### config.mk
export PLATFORM = sky130hd
export DESIGN_NAME = cmw_translator
export DESIGN_NICKNAME = d
export VERILOG_FILES = /design/src/rtl/cmw_pkg.sv /design/src/rtl/cmw_win_regs.sv /design/src/rtl/cmw_win_match.sv /design/src/rtl/cmw_pick.sv /design/src/rtl/cmw_translator.sv
export SDC_FILE = /design/constraint.sdc
export NUM_CORES = 1
export LEC_CHECK = 0
export BUFFER_PORTS_ARGS = -buffer_cell sky130_fd_sc_hd__clkbuf_2
export CAP_MARGIN = 5
export CORE_ASPECT_RATIO = 1.4
export CORE_MARGIN = 1.5
export CORE_UTILIZATION = 55
export CTS_CLUSTER_SIZE = 24
export DETAILED_ROUTE_END_ITERATION = 16
export GPL_ROUTABILITY_DRIVEN = 0
export PLACE_DENSITY = 0.73
export REMOVE_ABC_BUFFERS = 1
export SYNTH_ARGS = -nofsm -noshare
export SYNTH_HDL_FRONTEND = slang
export SYNTH_SLANG_ARGS = --single-unit
### constraint.sdc
create_clock -name clk -period 8.3 [get_ports clk]
set_input_delay 0.415 -clock clk [delete_from_list [all_inputs] [get_ports clk]]
set_output_delay 0.415 -clock clk [all_outputs]
set_load 0.1 [all_outputs]
### src/rtl/cmw_pkg.sv
// Package: shared widths and types for the card memory window translator.
// Assumes 4 KB pages, a 24-bit host address and a 14-bit card page space.
package cmw_pkg;

    localparam int HOST_AW   = 24;
    localparam int PAGE_LSB  = 12;
    localparam int PAGE_W    = HOST_AW - PAGE_LSB;
    localparam int CPAGE_W   = 14;
    localparam int CARD_AW   = CPAGE_W + PAGE_LSB;
    localparam int CFG_W     = 16;
    localparam int WAIT_W    = 2;

    typedef enum logic [1:0] {
        SEL_START  = 2'd0,
        SEL_STOP   = 2'd1,
        SEL_OFFSET = 2'd2,
        SEL_ENABLE = 2'd3
    } cfg_sel_e;

    typedef struct packed {
        logic [PAGE_W-1:0]  start_pg;
        logic               wide;
        logic               zero_ws;
        logic [PAGE_W-1:0]  stop_pg;
        logic [WAIT_W-1:0]  wait_cnt;
        logic [CPAGE_W-1:0] offs_pg;
        logic               wprot;
        logic               attr;
    } win_cfg_t;

endpackage

### src/rtl/cmw_win_regs.sv
// Module: configuration registers of one memory window.
// Decodes the start, stop and offset layouts into fields.
// Assumes the caller raises wr_en only for this window. Writes are dropped
// while locked is high (window enabled).
module cmw_win_regs
    import cmw_pkg::*;
(
    input  logic             clk,
    input  logic             rst_n,
    input  logic             wr_en,
    input  cfg_sel_e         sel,
    input  logic [CFG_W-1:0] wr_data,
    input  logic             locked,
    output win_cfg_t         cfg
);

    // Load the selected register's fields when the window is unlocked.
    always_ff @(posedge clk) begin
        if (!rst_n) begin
            cfg <= '0;
        end else if (wr_en && !locked) begin
            case (sel)
                SEL_START: begin
                    cfg.start_pg <= wr_data[PAGE_W-1:0];
                    cfg.wide     <= wr_data[15];
                    cfg.zero_ws  <= wr_data[14];
                end
                SEL_STOP: begin
                    cfg.stop_pg  <= wr_data[PAGE_W-1:0];
                    cfg.wait_cnt <= wr_data[15:14];
                end
                SEL_OFFSET: begin
                    cfg.offs_pg  <= wr_data[CPAGE_W-1:0];
                    cfg.wprot    <= wr_data[15];
                    cfg.attr     <= wr_data[14];
                end
                default: ;
            endcase
        end
    end

endmodule

### src/rtl/cmw_win_match.sv
// Module: range comparator for one window.
// Gives a hit when the window is enabled and the page lies in
// start..stop, both ends inclusive. A start above stop never hits.
module cmw_win_match
    import cmw_pkg::*;
(
    input  win_cfg_t          cfg,
    input  logic              enable,
    input  logic [PAGE_W-1:0] page,
    output logic              hit
);

    // Inclusive two-sided comparison gated by the enable bit.
    always_comb begin
        hit = enable && (page >= cfg.start_pg) && (page <= cfg.stop_pg);
    end

endmodule

### src/rtl/cmw_pick.sv
// Module: fixed-priority selector over the window hit vector.
// The lowest-numbered hitting window wins, and its config is muxed out.
// Assumes NUM_WIN >= 1.
module cmw_pick
    import cmw_pkg::*;
#(
    parameter  int NUM_WIN   = 5,
    localparam int WIN_IDX_W = (NUM_WIN > 1) ? $clog2(NUM_WIN) : 1
) (
    input  logic [NUM_WIN-1:0]   hit_vec,
    input  win_cfg_t             cfg_arr [NUM_WIN],
    output logic                 any_hit,
    output logic [WIN_IDX_W-1:0] win_idx,
    output win_cfg_t             win_cfg
);

    // Walk from the highest window downward so the lowest hit is kept last.
    always_comb begin
        any_hit = 1'b0;
        win_idx = '0;
        win_cfg = '0;
        for (int i = NUM_WIN - 1; i >= 0; i--) begin
            if (hit_vec[i]) begin
                any_hit = 1'b1;
                win_idx = WIN_IDX_W'(i);
                win_cfg = cfg_arr[i];
            end
        end
    end

endmodule

### src/rtl/cmw_translator.sv
// Module: top of the card memory window translator.
// Holds the window enable register, one register set and one comparator
// per window, a priority pick, a single page-offset adder and a registered
// response stage. The response trails the request by one clock.
module cmw_translator
    import cmw_pkg::*;
#(
    parameter  int NUM_WIN   = 5,
    localparam int WIN_IDX_W = (NUM_WIN > 1) ? $clog2(NUM_WIN) : 1
) (
    input  logic                 clk,
    input  logic                 rst_n,
    input  logic                 cfg_we,
    input  logic [WIN_IDX_W-1:0] cfg_win,
    input  logic [1:0]           cfg_sel,
    input  logic [CFG_W-1:0]     cfg_data,
    input  logic                 req_valid,
    input  logic                 req_write,
    input  logic [HOST_AW-1:0]   req_addr,
    output logic                 rsp_valid,
    output logic                 rsp_hit,
    output logic [WIN_IDX_W-1:0] rsp_win,
    output logic [CARD_AW-1:0]   rsp_card_addr,
    output logic                 rsp_attr,
    output logic                 rsp_wp,
    output logic                 rsp_wide,
    output logic                 rsp_zero_ws,
    output logic [WAIT_W-1:0]    rsp_wait,
    output logic                 rsp_fwd,
    output logic                 rsp_blocked
);

    cfg_sel_e             sel;
    logic [NUM_WIN-1:0]   win_en;
    logic [NUM_WIN-1:0]   hit_vec;
    win_cfg_t             cfg_arr [NUM_WIN];
    logic [PAGE_W-1:0]    host_pg;
    logic                 any_hit;
    logic [WIN_IDX_W-1:0] win_idx;
    win_cfg_t             win_cfg;
    logic [CPAGE_W-1:0]   card_pg;
    logic                 blocked;

    // Register select taken from the raw port bits.
    assign sel     = cfg_sel_e'(cfg_sel);
    assign host_pg = req_addr[HOST_AW-1:PAGE_LSB];

    // Enable register: one bit per window, written through the enable select.
    always_ff @(posedge clk) begin
        if (!rst_n) begin
            win_en <= '0;
        end else if (cfg_we && sel == SEL_ENABLE) begin
            win_en <= cfg_data[NUM_WIN-1:0];
        end
    end

    // One register set and one comparator per window.
    for (genvar g = 0; g < NUM_WIN; g++) begin : g_win
        logic sel_this;
        assign sel_this = cfg_we && (cfg_win == WIN_IDX_W'(g));

        cmw_win_regs u_regs (
            .clk     (clk),
            .rst_n   (rst_n),
            .wr_en   (sel_this),
            .sel     (sel),
            .wr_data (cfg_data),
            .locked  (win_en[g]),
            .cfg     (cfg_arr[g])
        );

        cmw_win_match u_match (
            .cfg    (cfg_arr[g]),
            .enable (win_en[g]),
            .page   (host_pg),
            .hit    (hit_vec[g])
        );
    end

    cmw_pick #(.NUM_WIN(NUM_WIN)) u_pick (
        .hit_vec (hit_vec),
        .cfg_arr (cfg_arr),
        .any_hit (any_hit),
        .win_idx (win_idx),
        .win_cfg (win_cfg)
    );

    // Single page adder after selection, wrapping modulo the card page space.
    always_comb begin
        card_pg = CPAGE_W'(host_pg) + win_cfg.offs_pg;
        blocked = req_write && win_cfg.wprot;
    end

    // Response stage: capture the selected result, zero everything on a miss.
    always_ff @(posedge clk) begin
        if (!rst_n) begin
            rsp_valid     <= 1'b0;
            rsp_hit       <= 1'b0;
            rsp_win       <= '0;
            rsp_card_addr <= '0;
            rsp_attr      <= 1'b0;
            rsp_wp        <= 1'b0;
            rsp_wide      <= 1'b0;
            rsp_zero_ws   <= 1'b0;
            rsp_wait      <= '0;
            rsp_fwd       <= 1'b0;
            rsp_blocked   <= 1'b0;
        end else begin
            rsp_valid <= req_valid;
            if (req_valid && any_hit) begin
                rsp_hit       <= 1'b1;
                rsp_win       <= win_idx;
                rsp_card_addr <= {card_pg, req_addr[PAGE_LSB-1:0]};
                rsp_attr      <= win_cfg.attr;
                rsp_wp        <= win_cfg.wprot;
                rsp_wide      <= win_cfg.wide;
                rsp_zero_ws   <= win_cfg.zero_ws;
                rsp_wait      <= win_cfg.wait_cnt;
                rsp_fwd       <= !blocked;
                rsp_blocked   <= blocked;
            end else begin
                rsp_hit       <= 1'b0;
                rsp_win       <= '0;
                rsp_card_addr <= '0;
                rsp_attr      <= 1'b0;
                rsp_wp        <= 1'b0;
                rsp_wide      <= 1'b0;
                rsp_zero_ws   <= 1'b0;
                rsp_wait      <= '0;
                rsp_fwd       <= 1'b0;
                rsp_blocked   <= 1'b0;
            end
        end
    end

endmodule

# Word-level counts from Yosys, hierarchy flattened
# Cells that the tools add are included.
classes:
  add_sub_neg: 1
  multipliers: 0
  div: 0
  order_cmp: 10
  eq_ne: 7
  n_shift: 0
  muxes: 15
  n_bitwise: 2
  reduce_logical: 50
ops:
  columns: ["operator", "count"]
  rows:
  - ["32-bit two-way mux", 5]
  - ["12-bit >= comparator", 5]
  - ["12-bit less-or-equal comparator", 5]
  - ["2-bit AND reduction", 16]
  - ["1-bit logical AND", 23]
  - ["12-bit by 14-bit adder with 14-bit output", 1]
  - ["1-bit two-way mux", 7]
  - ["3-bit by 2-bit equality test with 1-bit output (second input constant)", 2]
  - ["1-bit zero test", 6]
  - ["6-bit OR reduction", 1]
  - ["2-bit equality test (second input constant)", 2]
  - ["2-bit two-way mux", 2]
  - ["4-bit OR reduction", 1]
  - ["3-bit by 1-bit equality test with 1-bit output (second input constant)", 1]
  - ["3-bit equality test (second input constant)", 1]
  - ["3-bit zero test", 1]
  - ["3-bit two-way mux", 1]
  - ["3-bit OR reduction", 1]
  - ["2-bit by 1-bit equality test with 1-bit output (second input constant)", 1]
  - ["2-bit zero test", 1]
  - ["1-bit inverter", 2]
totals:
  reg_bits: 264
  latchBits: 0
  ram_bits: 0
  romBits: 0
  inputBits: 50
  output_inout_bits: 39
  elab_cells: 139
  mem_count: 0

# Longest topological paths before layout
# Gate-level depths: netlist (run 1).
depth:
  word_depth: 11
  ltp_mapped: 23
  mapped_depth_nobuf: 22

# Hierarchy
# Synthesis (run 1) repeated with hierarchy kept, for this count alone.
hier_totals:
  hier_cells: 1699
  area_unflattened_um2: 14620.3
by_module_without_submodules:
  columns: ["mod", "instances", "cells_each", "area_each_um2", "seq_area_each_um2"]
  rows:
  - ["cmw_win_regs", 5, 164, 1657.8, 880.8]
  - ["cmw_win_match", 5, 85, 601.8, 0.0]
  - ["cmw_translator", 1, 190, 1930.6, 880.8]
  - ["cmw_pick", 1, 264, 1391.3, 0.0]

# Worst setup path before layout (run 1)
# No wires, ideal clock.
synth_timing:
  path_type: "input port to flip-flop"
  startpoint: "in req_addr[12]"
  endpoint: "reg rsp_card_addr[24]"
  t_arrival_ps: 4854
  path_slack_ps: 3329
  cell_stages: 23
  path_buffers: 2
  path_cell_list: "inv_1 > ha_1 > nand4_1 > nor2_1 > or4b_1 > o211ai_1 > or3_1 > buf_2 > clkbuf_1 > a31oi_1 > a221oi_1 > nor2_1 > ha_1 > fa_1 > a21o_1 > a21oi_1 > o21bai_1 > a21oi_1 > o21bai_1 > a211o_1 > a2111oi_0 > or4_1 > nand2_1"
synth_between:
  elab_chain_len: 10
synth_rtl:
  columns: ["element", "line_no", "source"]
  rows:
  - ["from (decl)", "cmw_translator.sv:19", "input logic [HOST_AW-1:0] req_addr,"]
  - ["branches (longest 10 deep; another with 12-bit by 14-bit adder with 14-bit output)", null, null]
  - ["to (signal assigned)", "cmw_translator.sv:113", "rsp_card_addr <= {card_pg, req_addr[PAGE_LSB-1:0]};"]
  - ["to (decl)", "cmw_translator.sv:23", "output logic [CARD_AW-1:0] rsp_card_addr,"]
# Parallel ways; which one is timed is not known.
# A chain may end at the register's enable or synchronous reset.

# Final worst setup path (run 1)
# Ends and elaborated chain as after synthesis.

==> results of run 1 <==
[per-stage QoR]
stage	std cells	setup WS (ps)	total power [mW]	area (sq um)	hold WS, ps
2_1_floorplan	1480	2700	1.44	13500	438
3_3_place_gp	1896	2280	1.55	14400	451
3_5_place_dp	1896	2130	1.55	14400	456
4_1_cts	1941	2610	2.74	15300	63.7
5_1_grt	1941	2090	2.81	15300	60.3
6_report	1941	2530	2.72	15300	75.1
[routing by layer]
layer | part of all wire | wire [um] | vias to the layer above | GRT usage
li1 | - | - | 5394 | -
met1 | 0.42 | 15700 | 5320 | 0.355
met2 | 0.46 | 17600 | 369 | 0.492
met3 | 0.059 | 2220 | 114 | 0.0383
met4 | 0.060 | 2260 | 2 | 0.156
met5 | 0.00034 | 13 | - | 0
[state kept, by name, summed over array words and instances, names as in the netlist]
register / flops
win_en: 5
rsp_win: 3
rsp_zero_ws: 1
g_win.u_regs.cfg: 220
rsp_attr: 1
rsp_valid: 1
rsp_card_addr: 26
rsp_blocked: 1
rsp_wait: 2
rsp_wp: 1
rsp_fwd: 1
rsp_hit: 1
rsp_wide: 1
[where the power goes]
part | leakage [nW] | total (mW) | internal (mW) | switching (mW)
Clock | 0.418 | 1.19 | 0.699 | 0.494
Combinational | 3.43 | 0.244 | 0.0843 | 0.160
Sequential | 2.13 | 1.28 | 1.28 | 0.00598
[cells by family (layout without fill, tap and decap cells)]
family / count (synthesis) / in the layout
buf+inv: 199 / 263
mux: 134 / 134
flops: 264 / 264
compound gates: 285 / 285
xor+xnor: 8 / 8
simple gates: 539 / 539
fa+ha+maj: 133 / 133
[how the worst min path moves through the flow]
stage                                          from  cells past startpoint                                    to
2_1_floorplan  g_win[2].u_regs.cfg[14]$_SDFFE_PN0P_                      2  g_win[2].u_regs.cfg[14]$_SDFFE_PN0P_
6_report                                req_addr[1]                      2           rsp_card_addr[1]$_SDFF_PN0_
3_3_place_gp    g_win[0].u_regs.cfg[9]$_SDFFE_PN0P_                      2   g_win[0].u_regs.cfg[9]$_SDFFE_PN0P_
4_1_cts                                 req_addr[6]                      2           rsp_card_addr[6]$_SDFF_PN0_
3_5_place_dp   g_win[2].u_regs.cfg[14]$_SDFFE_PN0P_                      2  g_win[2].u_regs.cfg[14]$_SDFFE_PN0P_
5_1_grt                                 req_addr[6]                      2           rsp_card_addr[6]$_SDFF_PN0_
[placed cells by master (no fill, tap or decap), types with 9 or more instances in the layout]
cell / synthesis / final
sky130_fd_sc_hd__dfxtp_1: 264 / 264
sky130_fd_sc_hd__mux2i_1: 134 / 134
sky130_fd_sc_hd__a221oi_1: 19 / 19
sky130_fd_sc_hd__clkbuf_16: 0 / 27
sky130_fd_sc_hd__clkbuf_2: 0 / 87
sky130_fd_sc_hd__a21o_1: 9 / 9
sky130_fd_sc_hd__nor2_1: 75 / 71
sky130_fd_sc_hd__ha_1: 132 / 132
sky130_fd_sc_hd__buf_4: 0 / 14
sky130_fd_sc_hd__inv_1: 117 / 117
sky130_fd_sc_hd__nand2_1: 238 / 238
sky130_fd_sc_hd__a21oi_1: 48 / 48
sky130_fd_sc_hd__and2_1: 17 / 17
sky130_fd_sc_hd__o21ai_0: 22 / 21
sky130_fd_sc_hd__nand4_1: 15 / 15
sky130_fd_sc_hd__o211ai_1: 12 / 12
sky130_fd_sc_hd__a211oi_1: 9 / 9
sky130_fd_sc_hd__nor2b_1: 144 / 144
sky130_fd_sc_hd__nand3_1: 9 / 9
sky130_fd_sc_hd__a31oi_1: 14 / 14
sky130_fd_sc_hd__a21boi_0: 94 / 94
[worst max-delay path, stage by stage]
cell,delay (ps)
sky130_fd_sc_hd__clkbuf_2,110
sky130_fd_sc_hd__inv_1,480
sky130_fd_sc_hd__ha_1,340
sky130_fd_sc_hd__nand4_1,130
sky130_fd_sc_hd__nor2_1,60
sky130_fd_sc_hd__or4b_1,500
sky130_fd_sc_hd__o211ai_1,150
sky130_fd_sc_hd__or3_1,150
sky130_fd_sc_hd__buf_4,350
sky130_fd_sc_hd__and3_1,290
sky130_fd_sc_hd__nor2_1,220
sky130_fd_sc_hd__a221oi_1,330
sky130_fd_sc_hd__nor2_1,70
sky130_fd_sc_hd__ha_1,210
sky130_fd_sc_hd__fa_1,410
sky130_fd_sc_hd__a21o_1,190
sky130_fd_sc_hd__a21oi_1,220
sky130_fd_sc_hd__o21bai_1,90
sky130_fd_sc_hd__a21oi_1,220
sky130_fd_sc_hd__o21bai_1,120
sky130_fd_sc_hd__a211o_1,330
sky130_fd_sc_hd__a2111oi_0,520
sky130_fd_sc_hd__or4_1,200
sky130_fd_sc_hd__nand2_1,40
[cell type report]
type,count,area share
tap,315,0.0258
inverter,117,0.0288
multi-input combinational,1099,0.508
sequential,264,0.346
clock inverter,5,0.00492
clock buffer,40,0.0507
timing repair buffer,101,0.0354
[cell usage after synthesis, types with 8 or more instances]
master                     instances  area, sq um
sky130_fd_sc_hd__nand2b_1          8         50.1
sky130_fd_sc_hd__a31oi_1          14         87.6
sky130_fd_sc_hd__nor3_1           10         50.1
sky130_fd_sc_hd__dfxtp_1         264         5290
sky130_fd_sc_hd__buf_2             8         40.0
sky130_fd_sc_hd__ha_1            132         1650
sky130_fd_sc_hd__a21oi_1          48          240
sky130_fd_sc_hd__nor2_1           75          282
sky130_fd_sc_hd__clkbuf_1         67          251
sky130_fd_sc_hd__inv_1           117          439
sky130_fd_sc_hd__o21ai_0          22          110
sky130_fd_sc_hd__nand2_1         238          893
sky130_fd_sc_hd__a221oi_1         19          166
sky130_fd_sc_hd__a21boi_0         94          706
sky130_fd_sc_hd__and2_1           17          106
sky130_fd_sc_hd__nand4_1          15         93.8
sky130_fd_sc_hd__a211oi_1          9         67.6
sky130_fd_sc_hd__mux2i_1         134         1340
sky130_fd_sc_hd__o211ai_1         12         90.1
sky130_fd_sc_hd__a21o_1            9         67.6
sky130_fd_sc_hd__nor2b_1         144          901
sky130_fd_sc_hd__nand3_1           9         45.0
==> results.json, run 1 <==
{
  "status": "completed",
  "cts.clk_slew.worst_paths_ps": 60,
  "synth-simple-area-share": 0.189,
  "finClkSkew_ps": 16.3,
  "setup-violations-final": 0,
  "fill_cells": 2110,
  "setup_repair_after_global_routing_missed_its_margin": "false",
  "synthAdderAreaFrac": 0.121,
  "tritoncts_clock_tree": "yes",
  "synth.yosys.warnings": 0,
  "final_clock_period_utilization_by_the_worst_path": 0.695,
  "timing.final.max_slew_violations": 0,
  "clock_net_sink_count": 264,
  "synth.cell_area_sq_um": 13800,
  "layout-area-overhead-vs-synth_pct": 10.9,
  "drcViolationCount": 0,
  "max-cap-violations": 0,
  "r2r_cells": 21,
  "synth_flop_cell": "sky130_fd_sc_hd__dfxtp_1",
  "worstSkewPairLatency_ps": 540,
  "max-slew-margin-rel": 0.201,
  "synth_cell_type_count": 59,
  "yosys-mux-area-fraction": 0.0974,
  "finalCoreUtilization": 0.621,
  "place_hpwl_mm": 24.9,
  "post_cts_resized": 0,
  "via_count": 11200,
  "die_area_sq_um": 26000,
  "wl_per_cell_um": 19.5,
  "crit_type": "in -> reg",
  "r2r_start": "g_win[1].u_regs.cfg[27]$_SDFFE_PN0P_",
  "synth_xor_xnor_area_share": 0.00509,
  "netlist_instances": 1562,
  "tns_ps": 0,
  "pin_count_of_the_biggest_net_entering_global_routing": 108,
  "async_flop_share": 0,
  "avgSynthCellArea_sq_um": 8.82,
  "power.leakage_nw": 5.98,
  "finalCriticalPeriod_ps": 5770,
  "globalRouteTotalUtil": 0.291,
  "nets": 1792,
  "crit_path_start": "req_addr[12]",
  "detail_route.iter0.violations": 658,
  "pin_count": 89,
  "grt_antenna_before_repair": 1,
  "rr_endpoint": "rsp_card_addr[24]$_SDFF_PN0_",
  "antenna_cells": 0,
  "r2r_slack_ps": 2550,
  "synth_enable_flop_cells": 0,
  "multi_input_comb_area_sq_um": 7760,
  "fraction_of_layout_instances_using_a_drive_strength_above_1": 0.0947,
  "post-cts-setup-buffers": 0,
  "ir_drop_v": 0.000176,
  "initial_core_util": 0.560,
  "worstSetupEndpoint": "rsp_card_addr[24]$_SDFF_PN0_",
  "clock-root-buffer": "sky130_fd_sc_hd__clkbuf_16",
  "pre_repair_dr_iteration_count": 5,
  "port-buffer-count": 88,
  "power_density_nw_per_um2": 178,
  "ff_latch_area_sq_um": 5290,
  "placeableCoreArea_sq_um": 24600,
  "sequential_to_total_area_share_from_yosys_stat": 0.384,
  "vias_in_the_first_global_route": 10700,
  "worst-path-max-fanout": 34,
  "numCtsBuffers": 26,
  "critical_path.startpoint_type": "input port",
  "die_width_um": 137,
  "tightestPinTransition_ps": 1200,
  "global_route.overflow_total": 0,
  "data_arrival_at_the_endpoint_of_the_critical_path_ps": 6190,
  "final_report_hold_violation_count": 0,
  "synth_top_family_by_area": "simple AND/OR/NAND/NOR gates",
  "timing.critical_path.to_type": "register",
  "maxClockFrequency_mhz": 173,
  "cts_buffer_depth": 3,
  "holdBufCountCts": 0,
  "rows": 68,
  "worstPathRequired_ps": 8720,
  "grt_first_pass_wirelength_mm": 57.9,
  "number_of_synthesized_register_bits": 264,
  "route.detailed.vias_per_inst": 5.77,
  "die_height_um": 190,
  "antenna_violating_nets_post_route": 0,
  "htree_levels": 1,
  "wl_mm": 37.8,
  "timing.hold.worst.class": "in -> reg",
  "synth_compound_area_frac": 0.149
}
No activity file was read; power rests on OpenSTA's default activity.
==> run 2, diff against run 1 <==
==> constraint.sdc (replaced) <==
create_clock -name clk -period 5.9 [get_ports clk]
set_input_delay 0.295 -clock clk [delete_from_list [all_inputs] [get_ports clk]]
set_output_delay 0.295 -clock clk [all_outputs]
set_load 0.1 [all_outputs]
==> run 2 against run 1 <==
Against the previous run: cell count is 1.1% higher; core utilization is 0.71 points higher; sequential share of layout area fell by 0.39 points; worst hold slack lost 63 ps; critical path depth is 2 lower; die area stayed put; cell area grew 1.1%; combinational power is 45% higher; clock-buffer cell count decreased by 2; wire length increased by 0.77%; via count rose by 0.96%.
==> results.json, run 2 (synthesis results as in run 1) <==
{
  "status": "completed",
  "post-cts-setup-buffers": 0,
  "grt_first_pass_wirelength_mm": 59.4,
  "max-cap-violations": 0,
  "initial_core_util": 0.560,
  "via_count": 11300,
  "pin_count_of_the_biggest_net_entering_global_routing": 85,
  "htree_levels": 1,
  "final_cell_mix": "264 x sky130_fd_sc_hd__dfxtp_1, 238 x sky130_fd_sc_hd__nand2_1, 144 x sky130_fd_sc_hd__nor2b_1",
  "antenna_cells": 0,
  "layout_top_registers": "g_win.u_regs.cfg (220), rsp_card_addr (26), win_en (5)",
  "worstPathRequired_ps": 6330,
  "power_density_nw_per_um2": 248,
  "clock_net_sink_count": 264,
  "antenna_violating_nets_post_route": 0,
  "worstSkewPairLatency_ps": 540,
  "route.detailed.vias_per_inst": 5.76,
  "globalRouteTotalUtil": 0.295,
  "port-buffer-count": 88,
  "die_height_um": 190,
  "ff_latch_area_sq_um": 5290,
  "wl_mm": 38.1,
  "pin_count": 89,
  "layout_commonest_cell": "sky130_fd_sc_hd__dfxtp_1",
  "fill_cells": 2083,
  "placement.cell_area_sq_um": 14500,
  "tritoncts_clock_tree": "yes",
  "numCtsBuffers": 26,
  "largest_register_ff_count": 220,
  "die_width_um": 137,
  "finClkSkew_ps": 12.5,
  "setup-violations-final": 0,
  "tightestPinTransition_ps": 1160,
  "rows": 68,
  "final_report_hold_violation_count": 0,
  "multi_input_comb_area_sq_um": 7760,
  "largest-register": "g_win.u_regs.cfg",
  "timing.hold.worst.class": "in -> reg",
  "wl_per_cell_um": 19.4,
  "die_area_sq_um": 26000,
  "pre_repair_dr_iteration_count": 6,
  "clock-root-buffer": "sky130_fd_sc_hd__clkbuf_16",
  "grt_antenna_before_repair": 0,
  "max-slew-margin-rel": 0.224,
  "placeableCoreArea_sq_um": 24600,
  "fin_total_pwr_mw": 3.83,
  "power.leakage_nw": 6.05,
  "cts.clk_slew.worst_paths_ps": 60,
  "cts_buffer_depth": 3,
  "layout-area-overhead-vs-synth_pct": 12.2,
  "ir_drop_v": 0.000252,
  "timing.critical_path.to_type": "register",
  "place_hpwl_mm": 25.8,
  "crit_path_start": "g_win[2].u_regs.cfg[34]$_SDFFE_PN0P_",
  "stdcell_area_sq_um": 15400,
  "global_route.overflow_total": 0,
  "fraction_of_layout_instances_using_a_drive_strength_above_1": 0.0990,
  "maxClockFrequency_mhz": 185,
  "setup_repair_after_global_routing_missed_its_margin": "false",
  "timing.hold.worst.start": "req_write",
  "finalCriticalPeriod_ps": 5400,
  "detail_route.iter0.violations": 622,
  "nets": 1812,
  "tns_ps": 0,
  "vias_in_the_first_global_route": 11000,
  "final_clock_period_utilization_by_the_worst_path": 0.916,
  "crit_type": "reg -> reg",
  "r2r_start": "g_win[2].u_regs.cfg[34]$_SDFFE_PN0P_",
  "data_arrival_at_the_endpoint_of_the_critical_path_ps": 5830,
  "critical_path.startpoint_type": "register",
  "finalCoreUtilization": 0.628,
  "worst-path-max-fanout": 33,
  "timing.final.max_slew_violations": 0,
  "drcViolationCount": 0
}
run 2: repair_timing:
item / 4_1_cts / 5_1_grt
hold endpoints to repair: 12 / 0
gates resized for setup: 0 / 0
endpoints found under the setup margin: 0 / 0
hold buffers: 12 / 0
run 2: worst max-delay path, cell delays in order, from the launching register on:
cell and delay, ps:
sky130_fd_sc_hd__dfxtp_1 340, sky130_fd_sc_hd__inv_1 50, sky130_fd_sc_hd__ha_1 280, sky130_fd_sc_hd__a211o_1 260, sky130_fd_sc_hd__a31oi_1 150, sky130_fd_sc_hd__o21ai_1 100
sky130_fd_sc_hd__a311oi_1 460, sky130_fd_sc_hd__or3_1 240, sky130_fd_sc_hd__buf_4 370, sky130_fd_sc_hd__a31oi_1 130, sky130_fd_sc_hd__a221oi_1 300, sky130_fd_sc_hd__nor2_1 70
sky130_fd_sc_hd__ha_1 210, sky130_fd_sc_hd__fa_1 410, sky130_fd_sc_hd__a21o_1 200, sky130_fd_sc_hd__a21oi_1 220, sky130_fd_sc_hd__o21bai_1 90, sky130_fd_sc_hd__a21oi_1 220
sky130_fd_sc_hd__o21bai_1 110, sky130_fd_sc_hd__a211o_1 320, sky130_fd_sc_hd__a2111oi_0 510, sky130_fd_sc_hd__or4_1 200, sky130_fd_sc_hd__nand2_1 40
run 2: final cells by class:
cell class | count | area share
flip-flops and latches | 264 | 0.342
clock buffers | 38 | 0.0484
well taps | 315 | 0.0255
multi-input cells | 1099 | 0.503
inverters | 117 | 0.0284
clock inverters | 8 | 0.00632
repair buffers | 121 | 0.0467
run 2: per-layer routing:
layer	share of wire	vias to the layer above	global-route usage
met5	0	-	0
met4	0.055	0	0.146
met3	0.056	118	0.0372
met2	0.48	385	0.514
met1	0.41	5367	0.354
li1	-	5436	-
run 2: report_power, final:
group / internal (mW) / switching, mW
clock network: 0.962 / 0.707
logic: 0.127 / 0.226
registers: 1.80 / 0.00818
total: 2.89 / 0.942
run 2: final timing paths:
kind / end / slack (ps) / cells past startpoint
min reg2reg: g_win[0].u_regs.cfg[9]$_SDFFE_PN0P_ / 460 / 2
max: rsp_card_addr[24]$_SDFF_PN0_ / 500 / 22
min: rsp_blocked$_SDFF_PN0_ / 10 / 3
max reg2reg: rsp_card_addr[24]$_SDFF_PN0_ / 500 / 22
run 2: through the flow:
stage / hold slack (ps) / worst slack (ps) / instances
4_1_cts: 3.50 / 567 / 1962
6_report: 12.2 / 498 / 1962
2_1_floorplan: 417 / 387 / 1480
5_1_grt: 19.6 / 112 / 1962
3_5_place_dp: 458 / 291 / 1904
3_3_place_gp: 450 / 354 / 1904
